## src/rtl/fsk_tone_pkg.sv

```systemverilog
package fsk_tone_pkg;

  typedef enum logic [1:0] {SYN_OFF, SYN_FSK, SYN_DUAL, SYN_SINGLE} syn_mode_e;

  // round(f * 2^acc_w * div / ref)
  function automatic longint phase_inc(longint f_hz, longint div, longint ref_hz, int acc_w);
    return (f_hz * (longint'(1) << acc_w) * div + ref_hz / 2) / ref_hz;
  endfunction

  // rational sine approximation sampled at bin centres, 16u/(5-4u), u=t(1-t)
  function automatic int sine_val(int idx, int amp, int aw);
    longint half, p, n, d, v;
    half = longint'(1) << (aw - 1);
    p    = longint'(idx) % half;
    n    = (2 * p + 1) * (2 * half - 2 * p - 1);
    d    = 4 * half * half;
    v    = (longint'(amp) * 16 * n) / (5 * d - 4 * n);
    if (longint'(idx) >= half) v = -v;
    return int'(v);
  endfunction

endpackage

```

## src/rtl/fsk_freq_sel.sv

```systemverilog
module fsk_freq_sel
  import fsk_tone_pkg::*;
#(
  parameter int     ACC_W    = 24,
  parameter longint REF_HZ   = 3579545,
  parameter longint SAMP_DIV = 448
) (
  input  logic [1:0]       mode_i,
  input  logic             tone_sel_i,
  input  logic             single_i,
  input  logic [3:0]       key_i,
  input  logic             tx_bit_i,
  output syn_mode_e        syn_o,
  output logic [ACC_W-1:0] inc_a_o,
  output logic [ACC_W-1:0] inc_b_o
);

  localparam logic [ACC_W-1:0] I_390  = ACC_W'(phase_inc(390,  SAMP_DIV, REF_HZ, ACC_W));
  localparam logic [ACC_W-1:0] I_450  = ACC_W'(phase_inc(450,  SAMP_DIV, REF_HZ, ACC_W));
  localparam logic [ACC_W-1:0] I_1300 = ACC_W'(phase_inc(1300, SAMP_DIV, REF_HZ, ACC_W));
  localparam logic [ACC_W-1:0] I_2100 = ACC_W'(phase_inc(2100, SAMP_DIV, REF_HZ, ACC_W));
  localparam logic [ACC_W-1:0] I_697  = ACC_W'(phase_inc(697,  SAMP_DIV, REF_HZ, ACC_W));
  localparam logic [ACC_W-1:0] I_770  = ACC_W'(phase_inc(770,  SAMP_DIV, REF_HZ, ACC_W));
  localparam logic [ACC_W-1:0] I_852  = ACC_W'(phase_inc(852,  SAMP_DIV, REF_HZ, ACC_W));
  localparam logic [ACC_W-1:0] I_941  = ACC_W'(phase_inc(941,  SAMP_DIV, REF_HZ, ACC_W));
  localparam logic [ACC_W-1:0] I_1209 = ACC_W'(phase_inc(1209, SAMP_DIV, REF_HZ, ACC_W));
  localparam logic [ACC_W-1:0] I_1336 = ACC_W'(phase_inc(1336, SAMP_DIV, REF_HZ, ACC_W));
  localparam logic [ACC_W-1:0] I_1477 = ACC_W'(phase_inc(1477, SAMP_DIV, REF_HZ, ACC_W));
  localparam logic [ACC_W-1:0] I_1633 = ACC_W'(phase_inc(1633, SAMP_DIV, REF_HZ, ACC_W));

  logic [ACC_W-1:0] row_inc, col_inc;

  always_comb begin
    unique case (key_i[3:2])
      2'd0:    row_inc = I_697;
      2'd1:    row_inc = I_770;
      2'd2:    row_inc = I_852;
      default: row_inc = I_941;
    endcase
    unique case (key_i[1:0])
      2'd0:    col_inc = I_1209;
      2'd1:    col_inc = I_1336;
      2'd2:    col_inc = I_1477;
      default: col_inc = I_1633;
    endcase
  end

  always_comb begin
    syn_o   = SYN_OFF;
    inc_a_o = '0;
    inc_b_o = '0;
    if (mode_i[1]) begin
      if (!tone_sel_i) begin
        syn_o   = SYN_FSK;
        inc_a_o = mode_i[0] ? (tx_bit_i ? I_1300 : I_2100)
                            : (tx_bit_i ? I_390  : I_450);
      end else if (single_i) begin
        syn_o   = SYN_SINGLE;
        inc_a_o = row_inc;
      end else begin
        syn_o   = SYN_DUAL;
        inc_a_o = row_inc;
        inc_b_o = col_inc;
      end
    end
  end

endmodule

```

## src/rtl/fsk_phase_acc.sv

```systemverilog
module fsk_phase_acc #(
  parameter int ACC_W = 24
) (
  input  logic             clk_i,
  input  logic             rst_ni,
  input  logic             step_i,
  input  logic             clear_i,
  input  logic [ACC_W-1:0] inc_i,
  output logic [ACC_W-1:0] phase_o
);

  logic [ACC_W-1:0] phase_q;

  always_ff @(posedge clk_i or negedge rst_ni) begin
    if (!rst_ni)     phase_q <= '0;
    else if (step_i) phase_q <= clear_i ? '0 : phase_q + inc_i;
  end

  assign phase_o = phase_q;

endmodule

```

## src/rtl/fsk_sine_rom.sv

```systemverilog
module fsk_sine_rom
  import fsk_tone_pkg::*;
#(
  parameter int LUT_AW = 8,
  parameter int SAMP_W = 12
) (
  input  logic [LUT_AW-1:0]        addr_i,
  output logic signed [SAMP_W-1:0] val_o
);

  localparam int DEPTH = 1 << LUT_AW;
  localparam int AMP   = (1 << (SAMP_W - 1)) - 1;

  logic signed [SAMP_W-1:0] tbl [DEPTH];

  for (genvar i = 0; i < DEPTH; i++) begin : g_tbl
    assign tbl[i] = SAMP_W'(sine_val(i, AMP, LUT_AW));
  end

  assign val_o = tbl[addr_i];

endmodule

```

## src/rtl/fsk_tone_mod.sv

```systemverilog
module fsk_tone_mod
  import fsk_tone_pkg::*;
#(
  parameter int     ACC_W    = 24,
  parameter int     LUT_AW   = 8,
  parameter int     SAMP_W   = 12,
  parameter longint REF_HZ   = 3579545,
  parameter longint SAMP_DIV = 448
) (
  input  logic                     clk_i,
  input  logic                     rst_ni,
  input  logic                     samp_en_i,
  input  logic [1:0]               mode_i,
  input  logic [7:0]               tone_i,
  input  logic                     tx_bit_i,
  output logic signed [SAMP_W-1:0] sample_o
);

  localparam int N_CH = 2;

  syn_mode_e                syn;
  logic [ACC_W-1:0]         inc_c   [N_CH];
  logic [ACC_W-1:0]         phase_c [N_CH];
  logic                     clr_c   [N_CH];
  logic signed [SAMP_W-1:0] sin_c   [N_CH];
  logic signed [SAMP_W-1:0] mix;
  logic signed [SAMP_W-1:0] sample_q;
  logic [ACC_W-1:0]         phase_a, phase_b, inc_a;
  logic                     unused_tone;

  assign unused_tone = ^tone_i[5:4];

  fsk_freq_sel #(
    .ACC_W   (ACC_W),
    .REF_HZ  (REF_HZ),
    .SAMP_DIV(SAMP_DIV)
  ) u_sel (
    .mode_i    (mode_i),
    .tone_sel_i(tone_i[7]),
    .single_i  (tone_i[6]),
    .key_i     (tone_i[3:0]),
    .tx_bit_i  (tx_bit_i),
    .syn_o     (syn),
    .inc_a_o   (inc_c[0]),
    .inc_b_o   (inc_c[1])
  );

  // ch0 runs whenever enabled; ch1 only for dual tones
  assign clr_c[0] = (syn == SYN_OFF);
  assign clr_c[1] = (syn != SYN_DUAL);

  for (genvar c = 0; c < N_CH; c++) begin : g_ch
    fsk_phase_acc #(.ACC_W(ACC_W)) u_acc (
      .clk_i  (clk_i),
      .rst_ni (rst_ni),
      .step_i (samp_en_i),
      .clear_i(clr_c[c]),
      .inc_i  (inc_c[c]),
      .phase_o(phase_c[c])
    );
    fsk_sine_rom #(.LUT_AW(LUT_AW), .SAMP_W(SAMP_W)) u_rom (
      .addr_i(phase_c[c][ACC_W-1 -: LUT_AW]),
      .val_o (sin_c[c])
    );
  end

  always_comb begin
    unique case (syn)
      SYN_FSK, SYN_SINGLE: mix = sin_c[0];
      SYN_DUAL:            mix = (sin_c[0] >>> 1) + (sin_c[1] >>> 1);
      default:             mix = '0;
    endcase
  end

  always_ff @(posedge clk_i or negedge rst_ni) begin
    if (!rst_ni)        sample_q <= '0;
    else if (samp_en_i) sample_q <= mix;
  end

  assign sample_o = sample_q;
  assign phase_a  = phase_c[0];
  assign phase_b  = phase_c[1];
  assign inc_a    = inc_c[0];

endmodule

```

## config.mk

```make
export PLATFORM = sky130hd
export DESIGN_NAME = fsk_tone_mod
export DESIGN_NICKNAME = d
export VERILOG_FILES = /design/src/rtl/fsk_tone_pkg.sv /design/src/rtl/fsk_freq_sel.sv /design/src/rtl/fsk_phase_acc.sv /design/src/rtl/fsk_sine_rom.sv /design/src/rtl/fsk_tone_mod.sv
export SDC_FILE = /design/constraint.sdc
export NUM_CORES = 1
export LEC_CHECK = 0
export BUFFER_PORTS_ARGS = -buffer_cell sky130_fd_sc_hd__clkbuf_2
export CORE_MARGIN = 10
export CORE_UTILIZATION = 36
export CTS_CLUSTER_DIAMETER = 80
export DETAILED_ROUTE_END_ITERATION = 7
export PLACE_DENSITY = 0.55
export SKIP_LAST_GASP = 1
export SLEW_MARGIN = 15
export SYNTH_ARGS = -nofsm -noshare
export SYNTH_HDL_FRONTEND = slang
export SYNTH_SLANG_ARGS = --single-unit
```

## constraint.sdc

```tcl
create_clock -name clk_i -period 4.2 [get_ports clk_i]
set_input_delay 0 -clock clk_i [delete_from_list [all_inputs] [get_ports clk_i]]
set_output_delay 0 -clock clk_i [all_outputs]
set_load 0.05 [all_outputs]
```

==> run metrics <==
status=finished clean; count leader, synth=a21oi_1; Syn Std Cell Area=11,400 um2; Clk Latency, worst-skew pair=0.34 ns; post-place setup slack=0.0603 ns; RSZ-0062 raised after global routing=no; multi-input logic area=9070 um2; Sw Share=0.484; CP startpoint kind=flop; post-route setup slack=0.217 ns; DRT antenna net count=0; Synth area leaders=dfrtp_1, ha_1, a21oi_1; Worst Skew=0.00952 ns; Int Pwr=2.25 mW; final WL=45,800 um; detailed-placement wirelength estimate=34,600 um; synth-to-layout area growth=15.3%; DIE HEIGHT=198 um; critical-path cell list=buf_4 -> nor2_1 -> a21oi_1 -> mux2i_1 -> mux4_2 -> mux4_2 -> ha_1 -> nor2b_1 -> o21a_1 -> o21ai_1 -> a21oi_1 -> or3_1 -> a21oi_1 -> a211o_1; CP max-delay cell=dfrtp_4; CTS tree=built; CTS Buffer Depth=2; initial antenna violation count=0; Yosys warnings=0; sequential area share after synthesis=0.132; Hold Path Class=in2reg; Clock power frac=0.180; vias in the first global route=12,500; post-synth cell types=83; gpl congestion=1.00; post-route clock period utilization=0.948; Critical Path RT=4.48 ns; global-route wire length before repair=71,500 um; largest net degree at the start of global routing=92; Via Count=13,200; # fillers=3,274; PwrDens=332 nW/um2; placed insts=2,050; FF+latch area=1510 um2; CP endpoint kind=flop; wire per inst=22.1 um; Num Clock Sinks=60; ys flop type=dfrtp_1; Leakage=5.50 nW; max-cap violation count=0; row count=65; Iter 0 DRT Violations=1,487; diodes inserted=0; Slew Limit Fails=0; Die X=198 um; sequential power share=0.173; Initial Util=0.362; drc violations=0; drt first pass iters=6; logic gate share of total power=0.647; worst stage delay on the critical path=0.57 ns; max_slew headroom=0.237; Reg clk slew, reported paths=0.06 ns; peak supply drop=0.223 mV; final setup vio count=0; layout cells sized above 1=0.182; #FFs+latches synth=60; Critical Path Most Common Cell=a21oi_1; GR Util All Layers=0.228; Via-to-Cell Ratio=6.37; Post-synth EDFFs=0; critical path class=reg2reg; fin cells=2,068; PortBufs=23; area post-placement=12,700 um2; syn nets=1,706; Hold Fails Final Rpt=0; setup TNS=0 ns; NetSw=2.10 mW; pin slew with the least headroom to its limit=1.13 ns; most frequent cells after synthesis=a21oi_1, o21ai_0, nand2_1; min Tclk post-route=3.98 ns; post-synth top area cell=dfrtp_1; Synth async-reset ratio=1.00; Die Area=39,100 um2; Root Buffer=clkbuf_16; core outline area=31,400 um2; Net count, final=1,768; design area=13,100 um2; cts bufs inserted=9; # H-tree levels=3; Worst EP arrival=4.26 ns; CP max FO=15; Hold Slack=0.143 ns; fmax=0.251 GHz; Post-Syn Instances=1,599; top-area cell type share of the netlist area=0.132; residual overflow from global routing=0; I/O pin cnt=26; average cell area after synthesis=7.11 um2
## routing by layer
metal	vias up	wire length, um	track usage	part of all wire
met2	723	20400	0.355	0.45
li1	6125	-	-	-
met5	-	0	0	0
met1	6180	19500	0.303	0.43
met3	136	3740	0.0333	0.082
met4	0	2110	0.106	0.046
## flip-flops by register name, summed over array words and instances, names as in the netlist
| name | count |
|---|---|
| g_ch.u_acc.phase_o | 48 |
| sample_o | 12 |
## cell families after synthesis
| kind of cell | synth area share |
|---|---|
| muxes | 0.0635 |
| AOI/OAI and AO/OA | 0.375 |
| xor gates and xnor gates | 0.0316 |
| adders and majority gates | 0.104 |
| buffers and inverters | 0.0769 |
| DFF | 0.132 |
| and+or+nand+nor | 0.217 |
## per-stage QoR
step	total power, mW	util
2_1_floorplan	2.52	-
3_3_place_gp	3.48	0.405
3_5_place_dp	3.47	0.405
4_1_cts	4.27	0.415
5_1_grt	4.60	0.418
6_report	4.35	0.418
## area by class of cell
cell class | instances | area share
clock buffers | 9 | 0.0172
inverters | 52 | 0.0149
repair buffers | 197 | 0.116
clock inverters | 7 | 0.00572
flip-flops and latches | 60 | 0.115
multi-input cells | 1341 | 0.692
well taps | 402 | 0.0384
## final timing paths
kind	start	endpoint	slack, ns	cells after the start
max in group asynchronous	rst_ni	g_ch[1].u_acc.phase_o[18]	3.18	3
hold / removal	mode_i[1]	g_ch[0].u_acc.phase_o[0]	0.14	4
setup / recovery	g_ch[1].u_acc.phase_o[18]	sample_o[8]	0.22	14
setup reg to reg	g_ch[1].u_acc.phase_o[18]	sample_o[8]	0.22	14
min in group asynchronous	rst_ni	g_ch[0].u_acc.phase_o[10]	0.38	3
hold reg to reg	g_ch[0].u_acc.phase_o[15]	g_ch[0].u_acc.phase_o[15]	0.49	1
## power groups by stage
stage | combinational [mW] | sequential [mW] | clock, mW
2_1_floorplan | 1.70 | 0.823 | 0
3_3_place_gp | 2.72 | 0.762 | 0
3_5_place_dp | 2.71 | 0.761 | 0
4_1_cts | 2.72 | 0.751 | 0.798
5_1_grt | 3.02 | 0.760 | 0.819
6_report | 2.81 | 0.752 | 0.784
## placed cells by master (no fill, tap or decap), types with 26 or more instances in the layout
cell type / count
a21oi_1: 169
buf_4: 164
o21ai_0: 144
nand2_1: 142
nor2_1: 131
ha_1: 80
dfrtp_1: 52
nand3_1: 43
inv_1: 42
nor3_1: 37
a211oi_1: 34
nor2b_1: 30
nand2b_1: 27
and3_1: 27
o22ai_1: 26
a21o_1: 26
## critical path, delay by kind of cell (launching register included)
family          cells  cell delay [ns]
fa+ha+maj           1             0.32
buf+inv             1             0.25
mux                 3             1.12
flops               1             0.57
compound gates      6             1.12
simple gates        3             0.53
## repair_timing
item / 4_1_cts / 5_1_grt
setup endpoints to repair: 0 / 8
hold buffers: 1 / 0
endpoints found under the hold margin: 60 / 0
setup buffers: 0 / 1
resized for setup: 0 / 33
No activity file was read; power rests on OpenSTA's default activity.
